File: src/rtl/sar2_pkg.sv
package sar2_pkg;

  typedef enum logic [1:0] {
    ST_IDLE = 2'd0,
    ST_LOAD = 2'd1,
    ST_STEP = 2'd2
  } sar_state_e;

  typedef struct packed {
    logic [1:0] pair;
    logic       fixed;
    logic       over;
  } pair_dec_t;

endpackage

File: src/rtl/sar2_rst_sync.sv
module sar2_rst_sync #(
  parameter int STAGES = 2
) (
  input  logic clk,
  input  logic rst_n,
  output logic rst_sync_n
);

  logic [STAGES-1:0] sync_q;

  always_ff @(posedge clk or negedge rst_n) begin
    if (!rst_n) begin
      sync_q <= '0;
    end else begin
      sync_q <= {sync_q[STAGES-2:0], 1'b1};
    end
  end

  assign rst_sync_n = sync_q[STAGES-1];

endmodule

File: src/rtl/sar2_flash_decoder.sv
module sar2_flash_decoder
  import sar2_pkg::*;
#(
  parameter int LEVELS = 3
) (
  input  logic [LEVELS-1:0] thermo_i,
  input  logic              ovr_i,
  output pair_dec_t         dec_o
);

  logic [LEVELS-1:0] filled;
  logic [LEVELS:0]   hot;

  // bubble repair: a position counts as set when it or anything above it is set
  always_comb begin
    for (int i = 0; i < LEVELS; i++) begin
      filled[i] = |(thermo_i >> i);
    end
  end

  // adjacent-pair AND stage, the top level is gated by the over-range comparator
  generate
    for (genvar g = 0; g <= LEVELS; g++) begin : g_hot
      if (g == 0) begin : g_lo
        assign hot[g] = ~filled[0];
      end else if (g == LEVELS) begin : g_hi
        assign hot[g] = filled[LEVELS-1] & ~ovr_i;
      end else begin : g_mid
        assign hot[g] = filled[g-1] & ~filled[g];
      end
    end
  endgenerate

  // OR stage to binary; over-range joins both columns
  always_comb begin
    dec_o.pair[1] = hot[2] | hot[3] | ovr_i;
    dec_o.pair[0] = hot[1] | hot[3] | ovr_i;
    dec_o.fixed   = (filled != thermo_i);
    dec_o.over    = ovr_i;
  end

endmodule

File: src/rtl/sar2_ctrl.sv
module sar2_ctrl
  import sar2_pkg::*;
#(
  parameter int STEPS = 4,
  localparam int CW = (STEPS > 1) ? $clog2(STEPS) : 1
) (
  input  logic          clk,
  input  logic          rst_n,
  input  logic          start_i,
  output logic          busy_o,
  output logic          clear_o,
  output logic          step_en_o,
  output logic          done_o,
  output logic [CW-1:0] step_o
);

  sar_state_e    state_q, state_d;
  logic [CW-1:0] step_q, step_d;
  logic          last_step;

  assign last_step = (step_q == CW'(STEPS - 1));

  always_comb begin
    state_d   = state_q;
    step_d    = step_q;
    clear_o   = 1'b0;
    step_en_o = 1'b0;
    done_o    = 1'b0;
    unique case (state_q)
      ST_IDLE: begin
        if (start_i) begin
          clear_o = 1'b1;
          step_d  = '0;
          state_d = ST_LOAD;
        end
      end
      ST_LOAD: begin
        state_d = ST_STEP;
      end
      ST_STEP: begin
        step_en_o = 1'b1;
        if (last_step) begin
          done_o  = 1'b1;
          state_d = ST_IDLE;
        end else begin
          step_d = step_q + CW'(1);
        end
      end
      default: state_d = ST_IDLE;
    endcase
  end

  always_ff @(posedge clk or negedge rst_n) begin
    if (!rst_n) begin
      state_q <= ST_IDLE;
      step_q  <= '0;
    end else begin
      state_q <= state_d;
      step_q  <= step_d;
    end
  end

  assign busy_o = (state_q != ST_IDLE);
  assign step_o = step_q;


  load_then_step_chk: assert property (@(posedge clk) disable iff (!rst_n)
    (state_q == ST_LOAD) |=> (state_q == ST_STEP && step_q == '0));


  start_ignored_chk: assert property (@(posedge clk) disable iff (!rst_n)
    (state_q == ST_STEP && !last_step) |=> (state_q == ST_STEP && step_q == $past(step_q) + CW'(1)));

endmodule

File: src/rtl/hybrid_sar2.sv
module hybrid_sar2
  import sar2_pkg::*;
#(
  parameter int RES_W = 8,
  localparam int STEPS = RES_W / 2,
  localparam int CW = (STEPS > 1) ? $clog2(STEPS) : 1,
  localparam int PW = $clog2(RES_W)
) (
  input  logic             clk,
  input  logic             rst_n,
  input  logic             start_i,
  input  logic [2:0]       thermo_i,
  input  logic             ovr_i,
  output logic             busy_o,
  output logic             hold_o,
  output logic [RES_W-1:0] dac_code_o,
  output logic [RES_W-1:0] span_o,
  output logic [RES_W-1:0] result_o,
  output logic             valid_o,
  output logic             range_o,
  output logic             therm_err_o
);

  logic          rst_sync_n;
  logic          clear, step_en, done;
  logic [CW-1:0] step;
  pair_dec_t     dec;
  logic [PW-1:0] pos;
  logic [RES_W-1:0] pair_shift, merged;

  logic [RES_W-1:0] sar_q, sar_d;
  logic [RES_W-1:0] res_q, res_d;
  logic             valid_q, valid_d;
  logic             err_acc_q, err_acc_d, rng_acc_q, rng_acc_d;
  logic             err_q, err_d, rng_q, rng_d;
  logic             sar_en, acc_en, res_en;

  sar2_rst_sync #(.STAGES(2)) i_rst_sync (
    .clk        (clk),
    .rst_n      (rst_n),
    .rst_sync_n (rst_sync_n)
  );

  sar2_ctrl #(.STEPS(STEPS)) i_ctrl (
    .clk       (clk),
    .rst_n     (rst_sync_n),
    .start_i   (start_i),
    .busy_o    (busy_o),
    .clear_o   (clear),
    .step_en_o (step_en),
    .done_o    (done),
    .step_o    (step)
  );

  sar2_flash_decoder #(.LEVELS(3)) i_dec (
    .thermo_i (thermo_i),
    .ovr_i    (ovr_i),
    .dec_o    (dec)
  );

  // bit position of the low bit of the pair under decision
  assign pos        = PW'(RES_W - 2 - 2 * int'(step));
  assign span_o     = {{(RES_W-1){1'b0}}, 1'b1} << pos;
  assign pair_shift = {{(RES_W-2){1'b0}}, dec.pair} << pos;
  assign merged     = sar_q | pair_shift;

  // clock enables
  assign sar_en = clear | step_en;
  assign acc_en = clear | step_en;
  assign res_en = done;

  always_comb begin
    sar_d     = clear ? '0 : merged;
    err_acc_d = clear ? 1'b0 : (err_acc_q | dec.fixed);
    rng_acc_d = clear ? 1'b0 : (rng_acc_q | dec.over);
    res_d     = merged;
    err_d     = err_acc_q | dec.fixed;
    rng_d     = rng_acc_q | dec.over;
    valid_d   = done;
  end

  always_ff @(posedge clk or negedge rst_sync_n) begin
    if (!rst_sync_n) begin
      sar_q     <= '0;
      err_acc_q <= 1'b0;
      rng_acc_q <= 1'b0;
      res_q     <= '0;
      err_q     <= 1'b0;
      rng_q     <= 1'b0;
      valid_q   <= 1'b0;
    end else begin
      if (sar_en) sar_q <= sar_d;
      if (acc_en) begin
        err_acc_q <= err_acc_d;
        rng_acc_q <= rng_acc_d;
      end
      if (res_en) begin
        res_q <= res_d;
        err_q <= err_d;
        rng_q <= rng_d;
      end
      valid_q <= valid_d;
    end
  end

  assign hold_o      = busy_o;
  assign dac_code_o  = sar_q;
  assign result_o    = res_q;
  assign valid_o     = valid_q;
  assign range_o     = rng_q;
  assign therm_err_o = err_q;


  load_clear_chk: assert property (@(posedge clk) disable iff (!rst_sync_n)
    $rose(busy_o) |-> (dac_code_o == '0));


  span_onehot_chk: assert property (@(posedge clk) disable iff (!rst_sync_n)
    busy_o |-> $onehot(span_o));


  low_bits_zero_chk: assert property (@(posedge clk) disable iff (!rst_sync_n)
    busy_o |-> ((dac_code_o & (span_o - RES_W'(1))) == '0));


  busy_valid_chk: assert property (@(posedge clk) disable iff (!rst_sync_n)
    $fell(busy_o) |-> valid_o);


  valid_pulse_chk: assert property (@(posedge clk) disable iff (!rst_sync_n)
    valid_o |=> !valid_o);


  result_hold_chk: assert property (@(posedge clk) disable iff (!rst_sync_n)
    !valid_o |-> $stable(result_o));


  over_pair_chk: assert property (@(posedge clk) disable iff (!rst_sync_n)
    (step_en && ovr_i) |=> (busy_o ? ((dac_code_o & ($past(span_o) * RES_W'(3))) == ($past(span_o) * RES_W'(3))) : 1'b1));


  hold_busy_chk: assert property (@(posedge clk) disable iff (!rst_sync_n)
    hold_o == busy_o);

endmodule

File: config.mk
export PLATFORM = sky130hd
export DESIGN_NAME = hybrid_sar2
export DESIGN_NICKNAME = d
export VERILOG_FILES = /design/src/rtl/sar2_pkg.sv /design/src/rtl/sar2_rst_sync.sv /design/src/rtl/sar2_flash_decoder.sv /design/src/rtl/sar2_ctrl.sv /design/src/rtl/hybrid_sar2.sv
export SDC_FILE = /design/constraint.sdc
export NUM_CORES = 1
export LEC_CHECK = 0
export ABC_AREA = 1
export CORE_ASPECT_RATIO = 1.4
export CORE_MARGIN = 2
export CORE_UTILIZATION = 42
export CTS_CLUSTER_DIAMETER = 120
export CTS_CLUSTER_SIZE = 25
export DETAILED_ROUTE_END_ITERATION = 16
export PLACE_DENSITY = 0.75
export SYNTH_ARGS = -nofsm -noshare
export SYNTH_HDL_FRONTEND = slang
export SYNTH_SLANG_ARGS = --single-unit
File: constraint.sdc
create_clock -name clk -period 0.8 [get_ports clk]
set_input_delay 0.16 -clock clk [delete_from_list [all_inputs] [get_ports clk]]
set_output_delay 0.16 -clock clk [all_outputs]
set_load 0.01 [all_outputs]
==> key figures, run 1 <==
Run status
  – Status: finished with violations
  – Failing checks: setup timing

Clock tree
  – Clock transition at the registers of the reported paths: about 0.09 ns
  – # hold bufs at CTS: 0
  – Clock Path Buffers: 2
  – CTS tree: done
  – CTS Buf Count: 3
  – Root buf cell: clkbuf_8
  – Clk Latency, worst-skew pair: 0.27 ns
  – CTS Sinks: 27
  – CTS H-tree depth: 1

Route
  – Starting DRT DRC Count: 29
  – DRT Pass-1 Iters: 4
  – Via density: roughly 4.8
  – Final ANT Viol Nets: 0
  – Via count: around 1200
  – Total Wirelength: 3530 um
  – Drt drc: 0
  – Routed wire length per instance: between 10 and 15 um

Synthesis
  – Synth cell types: 18
  – Syn avg cell area: about 8.5 um2
  – Syn Inst Count: 150
  – FF+latch count, synth: 27
  – Yosys warnings: 0
  – Mapped Area: between 1000 and 1500 um2
  – Sequential share of the synthesized area: approximately 53%

Power and ir drop
  – Total power: 7.26 mW
  – Worst IR Drop VDD: 2630 uV
  – Pwr Density: about 3500 nW/um2
  – Leakage dissipation: between 1 and 1.5 nW

Worst setup path
  – Register-to-register setup slack: -0.48 ns
  – CP top delay family: flip-flops
  – Type of origin of the critical path: flop
  – Crit path arrival time: roughly 1.1 ns
  – R2R depth: 8
  – Setup CP Type: flop to output port
  – Critical Path Sink Type: output port
  – CP Buf/Inv Count: 3
  – CP Max Fanout: 3
  – WP data required: around 0.64 ns
  – Worst r2r dst: result_o[1]
  – Critical path, cell by cell: buf_4, inv_4, ha_4, buf_6
  – CP max stage cell: dfrtp_2
  – Slowest stage delay, CP: 0.43 ns
  – Worst r2r src: i_ctrl.step_o[0]

Global routing
  – Gr usage total: roughly a fifth
  – Initial antenna violation count: 0
  – First-pass GRT wire length: roughly 5400 um
  – Total grt overflow: 0
  – Largest net degree at the start of global routing: 26
  – Vias in the first global route: 1229

Floorplan
  – Placeable Area: ~2900 um2
  – Chip height: about 70 um
  – Die X: between 50 and 60 um
  – Die Area: ~3500 um2
  – I/O pins: 36
  – # rows: 23
  – Initial core utilization: 44.2%

STA
  – Final Hold Vio Count: 0
  – Period utilization: 163%
  – Period minus WS final: roughly 1.3 ns
  – Unrepaired setup endpoints after global routing: yes
  – Clk_skew: 0.00269 ns
  – Fmax: 768 MHz
  – Final WS setup: -0.502 ns
  – Finish-stage setup viols: 50
  – Max-slew violation count: 0

Placement
  – Dpl ws: -0.558 ns
  – RD Place Congestion: ~0.78
  – Hpwl dp: 2090 um
  – Post-Place Cells: roughly 230
  – I/O Buffers: 31

Final layout
  – Proportion of layout cells with a drive suffix above 1: 46.8%
  – Area growth syn-to-layout: 61.8%
  – Final Non-Filler Cells: 253
  – NumNets Final: 228
  – N_diodes: 0

Hold path
  – Worst Hold Class: input port to asynchronous set/reset pin

Flow run
  – Max-Cap Viols: 0
## cells by family after synthesis
| family | Yosys count | synth area share, % |
|---|---|---|
| AOI/OAI and AO/OA | 15 | 6.29 |
| adders and majority gates | 4 | 3.93 |
| DFF | 27 | 53.1 |
| buffers and inverters | 32 | 11.7 |
| other | 2 | 0.590 |
| and+or+nand+nor | 70 | 24.4 |
## power breakdown
group	leakage [nW]	switching (mW)	total (mW)	internal, mW
Combinational	0.767	2.21	4.33	2.12
Sequential	0.327	0.294	2.16	1.86
Clock	0.0255	0.427	0.776	0.349
## layout by cell type (no fill, tap or decap), types with 5 or more instances in the layout
cell type / count
nand2_1: 48
dfrtp_1: 24
buf_4: 22
buf_2: 20
inv_1: 19
o21ai_2: 12
buf_6: 10
nand3_1: 8
clkdlybuf4s50_1: 6
conb_1: 5
buf_12: 5
## worst max path at each step
stage / from / to / slack (ns) / depth (start not counted)
after global routing: i_ctrl.step_o[1] / span_o[4] / -0.54 / 3
after global placement: i_ctrl.step_o[0] / span_o[2] / -0.55 / 3
after detailed placement: i_ctrl.step_o[0] / span_o[2] / -0.56 / 3
after CTS: i_ctrl.step_o[0] / span_o[4] / -0.48 / 3
final: i_ctrl.step_o[0] / span_o[2] / -0.50 / 4
after floorplan: i_ctrl.step_o[0] / i_ctrl.step_o[1] / -0.27 / 4
## registers in the layout, summed over array words and instances, names as in the netlist
name               count
result_o               8
rng_acc_q              1
i_ctrl.step_o          2
dac_code_o             8
range_o                1
therm_err_o            1
i_ctrl.state_q         2
i_rst_sync.sync_q      2
err_acc_q              1
valid_o                1
## layer usage
layer	share of wire, %	vias up	global-route usage (%)
met5	0	-	0
met4	0.99	0	5.41
met3	3.9	6	2.38
met2	56	43	36.5
met1	39	571	22.5
li1	-	582	-
## timing repair
item | in CTS | in global routing
setup endpoints to repair | 50 | 50
cloned | 1 | 0
endpoints found under the hold margin | 0 | 0
buffers inserted | 7 | 7
pin swaps | 9 | 3
gates resized for setup | 140 | 12
## metrics by stage
stage	hold slack [ns]	setup TNS (ns)	area (um2)	utilization, %
finish	0.0361	-15.91	2060	71.6
global route	0.0399	-17.60	2060	71.6
CTS	0.0384	-14.92	1950	67.7
detailed placement	0.202	-18.64	1800	62.4
global placement	0.197	-17.89	1800	62.4
floorplan	-0.136	-5.91	1310	-
## final cells by class
type	instances	area (um2)
inverter	26	120
clock inverter	1	5.00
fill	223	818
clock buffer	3	41.3
tap	37	46.3
multi-input combinational	95	614
timing repair buffer	64	553
sequential	27	679
## worst reg2reg max path, cell delays in order, from the launching register on
cell and delay [ns]:
dfrtp_2 0.43, buf_6 0.13, ha_4 0.15, buf_6 0.12, inv_8 0.07, nor2_8 0.06
buf_12 0.12, nand2_2 0.04, nand2_1 0.05
## synthesized netlist by cell type, drive strengths merged
library cell  number  area (um2)
nor2               5        50.1
o21ai             13        65.1
dfrtp             27         676
o211ai             1        7.51
o21a               1        7.51
nand3             11        55.1
nand2             54         205
buf                6        48.8
ha                 4        50.1
conb               2        7.51
inv               26         100
Power figures use the tool's default switching activity.
==> run 2, diff against run 1 <==
- SKIP_CTS_REPAIR_TIMING: default -> 1
==> run 2 against run 1 <==
Effect of this change:
- the run still ends with setup timing left
- non-clock buffer count shrank 6
- combinational power shrank 17%
- flip-flop and latch count is the same
- clock power shrank 0.8%
- die area is the same
- via count shrank 2.3%
- final cell count shrank 2.4%
- wire length shrank 7.9%
- sequential share of layout area grew 2.3 points
- clock skew grew 0.0020 ns
- setup slack lost 0.023 ns
- critical path type is now flop to flop
==> key figures, run 2 (synthesized netlist as in run 1, its figures left out) <==
Run status
  – Status: finished with violations (unchanged)
  – Failing checks: setup timing (unchanged)

Power and ir drop
  – Clk network pwr share: 11.8% (was 10.7%)
  – Switching Fraction: 40.2% (was 40.4%)
  – Net switching power figure: 2.63 mW (was 2.93 mW)
  – Leakage dissipation: 1.10 nW (was 1.12 nW)
  – Pwr Density: 3400 nW/um2 (was 3530 nW/um2)
  – Total power: 6.54 mW (was 7.26 mW)
  – Internal power: 3.91 mW (was 4.33 mW)
  – Logic pwr share: 55.1% (was 59.6%)
  – Worst IR Drop VDD: 2260 uV (was 2630 uV)
  – Sequential group share of total power: 33.1% (was 29.7%)

Clock tree
  – CTS tree: done (unchanged)
  – CTS Buf Count: 3 (unchanged)
  – Clk Latency, worst-skew pair: 0.27 ns (about the same)
  – Root buf cell: clkbuf_8 (unchanged)
  – CTS H-tree depth: 1 (unchanged)
  – Clock Path Buffers: 2 (unchanged)
  – Clock transition at the registers of the reported paths: 0.09 ns (about the same)
  – CTS Sinks: 27 (unchanged)

STA
  – Fmax: 755 MHz (was 768 MHz)
  – Period minus WS final: 1.33 ns (was 1.30 ns)
  – Final WS setup: -0.525 ns (was -0.502 ns)
  – Unrepaired setup endpoints after global routing: yes (unchanged)
  – Max-slew violation count: 0 (unchanged)
  – Period utilization: 166% (was 163%)
  – Setup_tns: -15.75 ns (was -15.91 ns)
  – Final Hold Vio Count: 0 (unchanged)
  – Clk_skew: 0.00468 ns (was 0.00269 ns)
  – Finish-stage setup viols: 50 (unchanged)

Route
  – Via density: 4.75 (about the same)
  – Drt drc: 0 (unchanged)
  – WL met2: 1730 um (was 1970 um)
  – WL met3: 174 um (was 138 um)
  – Final ANT Viol Nets: 0 (unchanged)
  – Top Layer Used: met4 (unchanged)
  – DRT Pass-1 Iters: 4 (unchanged)
  – Routed wire length per instance: 13.2 um (was 13.9 um)
  – M1 WL: 1250 um (was 1380 um)
  – Via count: 1174 (was 1202)
  – Total Wirelength: 3250 um (was 3530 um)
  – Starting DRT DRC Count: 23 (was 29)

Global routing
  – Vias in the first global route: 1104 (was 1229)
  – Largest net degree at the start of global routing: 26 (unchanged)
  – First-pass GRT wire length: 4640 um (was 5390 um)
  – Total grt overflow: 0 (unchanged)
  – Initial antenna violation count: 0 (unchanged)
  – Gr usage total: 16.7% (was 19.5%)

Final layout
  – Fill cell count: 249 (was 223)
  – Commonest non-fill, non-tap cell in the layout: nand2_1 (unchanged)
  – Area growth syn-to-layout: 51.2% (was 61.8%)
  – Final Non-Filler Cells: 247 (was 253)
  – Commonest non-fill, non-tap cells in the layout: 41 x nand2_1, 24 x dfrtp_1, 21 x clkbuf_2, 20 x inv_1, 17 x buf_4 (was 48 x nand2_1, 24 x dfrtp_1, 22 x buf_4, 20 x buf_2, 19 x inv_1)
  – Reg area: 679 um2 (unchanged)
  – Proportion of layout cells with a drive suffix above 1: 43.3% (was 46.8%)
  – NumNets Final: 222 (was 228)
  – N_diodes: 0 (unchanged)
  – Multi-input gate area: 551 um2 (was 614 um2)

Floorplan
  – Chip height: 69.1 um (unchanged)
  – Initial core utilization: 44.2% (unchanged)
  – Placeable Area: 2880 um2 (unchanged)
  – I/O pins: 36 (unchanged)
  – Die Area: 3490 um2 (unchanged)
  – Die X: 50.5 um (unchanged)
  – # rows: 23 (unchanged)

Worst setup path
  – Setup CP Type: flop to flop (was flop to output port)
  – WP data required: 1.01 ns (was 0.64 ns)
  – Register-to-register setup slack: -0.53 ns (was -0.48 ns)
  – Slowest stage delay, CP: 0.41 ns (was 0.43 ns)
  – CP max stage cell: dfrtp_1 (was dfrtp_2)
  – Crit path arrival time: 1.54 ns (was 1.14 ns)
  – Critical path, cell by cell: buf_4, nor2_4, inv_4, nor2_8, buf_12, nand2_2, nand2_1 (was buf_4, inv_4, ha_4, buf_6)
  – Type of origin of the critical path: flop (unchanged)
  – CP top delay family: simple AND/OR/NAND/NOR gates (was flip-flops)
  – CP Max Fanout: 8 (was 3)
  – CP Buf/Inv Count: 3 (unchanged)
  – Critical Path Sink Type: flop (was output port)

Placement
  – Post-Place Cells: 234 (unchanged)
  – I/O Buffers: 31 (unchanged)
  – Hpwl dp: 2090 um (unchanged)
  – RD Place Congestion: 0.782 (unchanged)

Hold path
  – Worst Hold Class: input port to asynchronous set/reset pin (unchanged)

Flow run
  – Max-Cap Viols: 0 (unchanged)
==> run 2: worst reg2reg max path, delay by kind of cell (launching register included) <==
kind	cells	cell delay (ns)
buffers and inverters	3	0.39
and+or+nand+nor	4	0.47
DFF	1	0.41
==> run 2: cell type report <==
cell class                 count  area share [%]
clock buffer                   3            2.15
clock inverter                 1           0.260
inverter                      26            5.72
multi-input combinational     94            28.6
sequential                    27            35.3
tap                           37            2.41
timing repair buffer          58            25.1
timing repair inverter         1           0.455
==> run 2: final timing paths <==
path,from,endpoint,depth (start not counted)
hold reg to reg,i_rst_sync.sync_q[1],result_o[4],1
setup reg to reg,i_ctrl.state_q[0],result_o[4],7
setup / recovery,i_ctrl.state_q[0],result_o[4],7
hold / removal,rst_n,i_rst_sync.sync_q[0],1
max in group asynchronous,i_rst_sync.sync_q[1],i_ctrl.step_o[0],1
min in group clk,i_rst_sync.sync_q[0],i_rst_sync.sync_q[1],0
==> run 2: power groups by stage <==
stage / combinational, mW / clock, mW / sequential (mW)
2_1_floorplan: 1.39 / 0 / 2.38
3_3_place_gp: 3.22 / 0 / 2.15
3_5_place_dp: 3.30 / 0 / 2.19
4_1_cts: 3.33 / 0.785 / 2.16
5_1_grt: 3.92 / 0.826 / 2.22
6_report: 3.60 / 0.770 / 2.17
==> run 2: per-stage QoR <==
step	instance area [um2]	setup slack (ns)	hold WS, ns	util (%)
after floorplan	1310	-0.273	-0.136	-
after global placement	1800	-0.545	0.197	62.4
after detailed placement	1800	-0.558	0.202	62.4
after CTS	1840	-0.876	0.0384	64.0
after global routing	1920	-0.561	0.0405	66.9
final	1920	-0.525	0.0376	66.9
==> run 2: routing by layer <==
layer | GRT usage [%] | vias to the layer above
met2 | 30.6 | 50
met1 | 19.8 | 545
li1 | - | 563
met5 | 0 | -
met4 | 5.11 | 0
met3 | 2.16 | 16
==> run 3, diff against run 2 <==
- CORE_ASPECT_RATIO: 1.4 -> 1.2
==> run 3 against run 2 <==
Effect of this change:
- the flow still finishes with violations (setup timing)
- sequential share of layout area is 0.85 points lower
- first-iteration DRC count is 43% lower
- fmax is 2.9% lower
- clock skew is 0.0026 ns lower
- count of clock-buffer cells in the layout stayed put
- total power is 4.9% higher
- die area is 0.13% lower
- critical endpoint is now span_o[0]
- highest routed layer unchanged
==> key figures, run 3 (synthesized netlist as in run 1, its figures left out) <==
Final layout
  – Proportion of layout cells with a drive suffix above 1: 46.0% (was 43.3%)
  – N_diodes: 0 (unchanged)
  – Final Non-Filler Cells: 247 (unchanged)
  – Fill cell count: 232 (was 249)
  – NumNets Final: 225 (was 222)
  – Area growth syn-to-layout: 55.0% (was 51.2%)
  – Commonest non-fill, non-tap cell in the layout: nand2_1 (unchanged)
  – Commonest non-fill, non-tap cells in the layout: 48 x nand2_1, 24 x dfrtp_1, 24 x buf_4, 20 x clkbuf_2, 19 x inv_1 (was 41 x nand2_1, 24 x dfrtp_1, 21 x clkbuf_2, 20 x inv_1, 17 x buf_4)

Worst setup path
  – Setup CP Type: flop to output port (was flop to flop)
  – CP Buf/Inv Count: 2 (was 3)
  – Type of origin of the critical path: flop (unchanged)
  – CP Max Fanout: 3 (was 8)
  – Worst r2r src: i_ctrl.step_o[0] (was i_ctrl.state_q[0])
  – CP top delay family: flip-flops (was simple AND/OR/NAND/NOR gates)
  – Slowest stage delay, CP: 0.45 ns (was 0.41 ns)
  – CP max stage cell: dfrtp_2 (was dfrtp_1)
  – Critical Path Sink Type: output port (was flop)
  – Crit path arrival time: 1.20 ns (was 1.54 ns)
  – WP data required: 0.64 ns (was 1.01 ns)
  – Critical path, cell by cell: buf_4, ha_4, clkbuf_2 (was buf_4, nor2_4, inv_4, nor2_8, buf_12, nand2_2, nand2_1)
  – Crit path from: i_ctrl.step_o[0] (was i_ctrl.state_q[0])

Route
  – Routed wire length per instance: 14.4 um (was 13.2 um)
  – Starting DRT DRC Count: 13 (was 23)
  – Final ANT Viol Nets: 0 (unchanged)
  – Via density: 4.81 (was 4.75)
  – DRT Pass-1 Iters: 4 (unchanged)
  – Via count: 1187 (was 1174)
  – Total Wirelength: 3550 um (was 3250 um)
  – Drt drc: 0 (unchanged)

Floorplan
  – Placeable Area: 2840 um2 (was 2880 um2)
  – Die X: 54.2 um (was 50.5 um)
  – Initial core utilization: 44.8% (was 44.2%)
  – Chip height: 64.3 um (was 69.1 um)
  – I/O pins: 36 (unchanged)
  – # rows: 21 (was 23)
  – Die Area: 3490 um2 (about the same)

Global routing
  – Gr usage total: 19.5% (was 16.7%)
  – Initial antenna violation count: 0 (unchanged)
  – Met3 Use GR: 2.80% (was 2.16%)
  – Total grt overflow: 0 (unchanged)
  – Met2 Usage GRT: 33.0% (was 30.6%)
  – First-pass GRT wire length: 4920 um (was 4640 um)
  – Most used routing layer: met2 (unchanged)
  – Met1 Resource Use GR: 23.9% (was 19.8%)
  – Largest net degree at the start of global routing: 17 (was 26)
  – Vias in the first global route: 1148 (was 1104)

Run status
  – Status: finished with violations (unchanged)
  – Failing checks: setup timing (unchanged)

STA
  – Final Hold Vio Count: 0 (unchanged)
  – Period utilization: 171% (was 166%)
  – Finish-stage setup viols: 50 (unchanged)
  – Fmax: 733 MHz (was 755 MHz)
  – Period minus WS final: 1.36 ns (was 1.33 ns)
  – Worst hold slack: 0.209 ns (was 0.0376 ns)
  – Unrepaired setup endpoints after global routing: yes (unchanged)
  – Clk_skew: 0.00205 ns (was 0.00468 ns)
  – Setup_tns: -18.05 ns (was -15.75 ns)
  – Final WS setup: -0.565 ns (was -0.525 ns)
  – Max-slew violation count: 0 (unchanged)

Clock tree
  – Clk Latency, worst-skew pair: 0.33 ns (was 0.27 ns)
  – CTS tree: done (unchanged)
  – CTS Sinks: 27 (unchanged)
  – Root buf cell: clkbuf_4 (was clkbuf_8)
  – CTS Buf Count: 3 (unchanged)
  – Clock Path Buffers: 2 (unchanged)
  – Clock transition at the registers of the reported paths: 0.14 ns (was 0.09 ns)
  – CTS H-tree depth: 1 (unchanged)

Power and ir drop
  – Total power: 6.85 mW (was 6.54 mW)
  – Leakage dissipation: 1.07 nW (was 1.10 nW)
  – Pwr Density: 3480 nW/um2 (was 3400 nW/um2)
  – Worst IR Drop VDD: 1940 uV (was 2260 uV)

Flow run
  – Max-Cap Viols: 0 (unchanged)

Placement
  – RD Place Congestion: 0.815 (was 0.782)
  – Hpwl dp: 2270 um (was 2090 um)
  – I/O Buffers: 31 (unchanged)
  – Post-Place Cells: 228 (was 234)

Hold path
  – Worst Hold Class: flop to asynchronous set/reset pin (was input port to asynchronous set/reset pin)
## run 3: cell types whose count changed in the layout (fill, tap and decap cells not counted), moves of 2 or more
cell / change
dlymetal6s2s_1: -2
nand2_1: +7
nand3_2: +5
buf_4: +7
clkbuf_8: -3
nand2_2: -8
ha_1: -3
nand3_1: -5
buf_12: -2
clkbuf_4: +3
ha_4: +3
## run 3: worst register-to-register path: stages, from the launching register on
cell     delay [ns]
dfrtp_2        0.45
buf_4          0.16
ha_4           0.15
buf_4          0.15
inv_8          0.09
nand2_8        0.07
nand2_4        0.07
nand3_2        0.08
o21ai_1        0.08
## run 3: final timing paths
check / to / slack (ns) / cells past startpoint
min: dac_code_o[4] / 0.21 / 1
max in group asynchronous: i_rst_sync.sync_q[1] / 0.16 / 2
min reg2reg: dac_code_o[4] / 0.21 / 1
max: span_o[0] / -0.56 / 3
min in group clk: i_rst_sync.sync_q[1] / 0.37 / 0
max reg2reg: i_ctrl.step_o[1] / -0.56 / 8
## run 3: power by group
group | switching [mW] | total [mW] | internal [mW]
combinational | 2.13 | 4.07 | 1.94
clock | 0.406 | 0.597 | 0.191
sequential | 0.327 | 2.18 | 1.86
## run 3: layer usage
layer | routed length [um] | vias to the layer above
met2 | 2010 | 34
met4 | 63 | 0
met5 | 0 | -
met1 | 1380 | 571
met3 | 98 | 6
li1 | - | 576
## run 3: per-stage QoR
stage | cell area (um2) | util, % | setup WS, ns
after CTS | 1770 | 62.5 | -0.942
after detailed placement | 1740 | 61.5 | -0.564
after global placement | 1740 | 61.5 | -0.546
after floorplan | 1310 | - | -0.273
after global routing | 1970 | 69.5 | -0.591
final | 1970 | 69.5 | -0.565
## run 3: final cells by class
type	instances	area (um2)	area share [%]
inverters	26	120	6.09
repair buffers	61	475	24.1
well taps	34	42.5	2.16
clock inverters	1	7.51	0.381
flip-flops and latches	27	679	34.5
clock buffers	3	22.5	1.14
multi-input cells	95	624	31.7
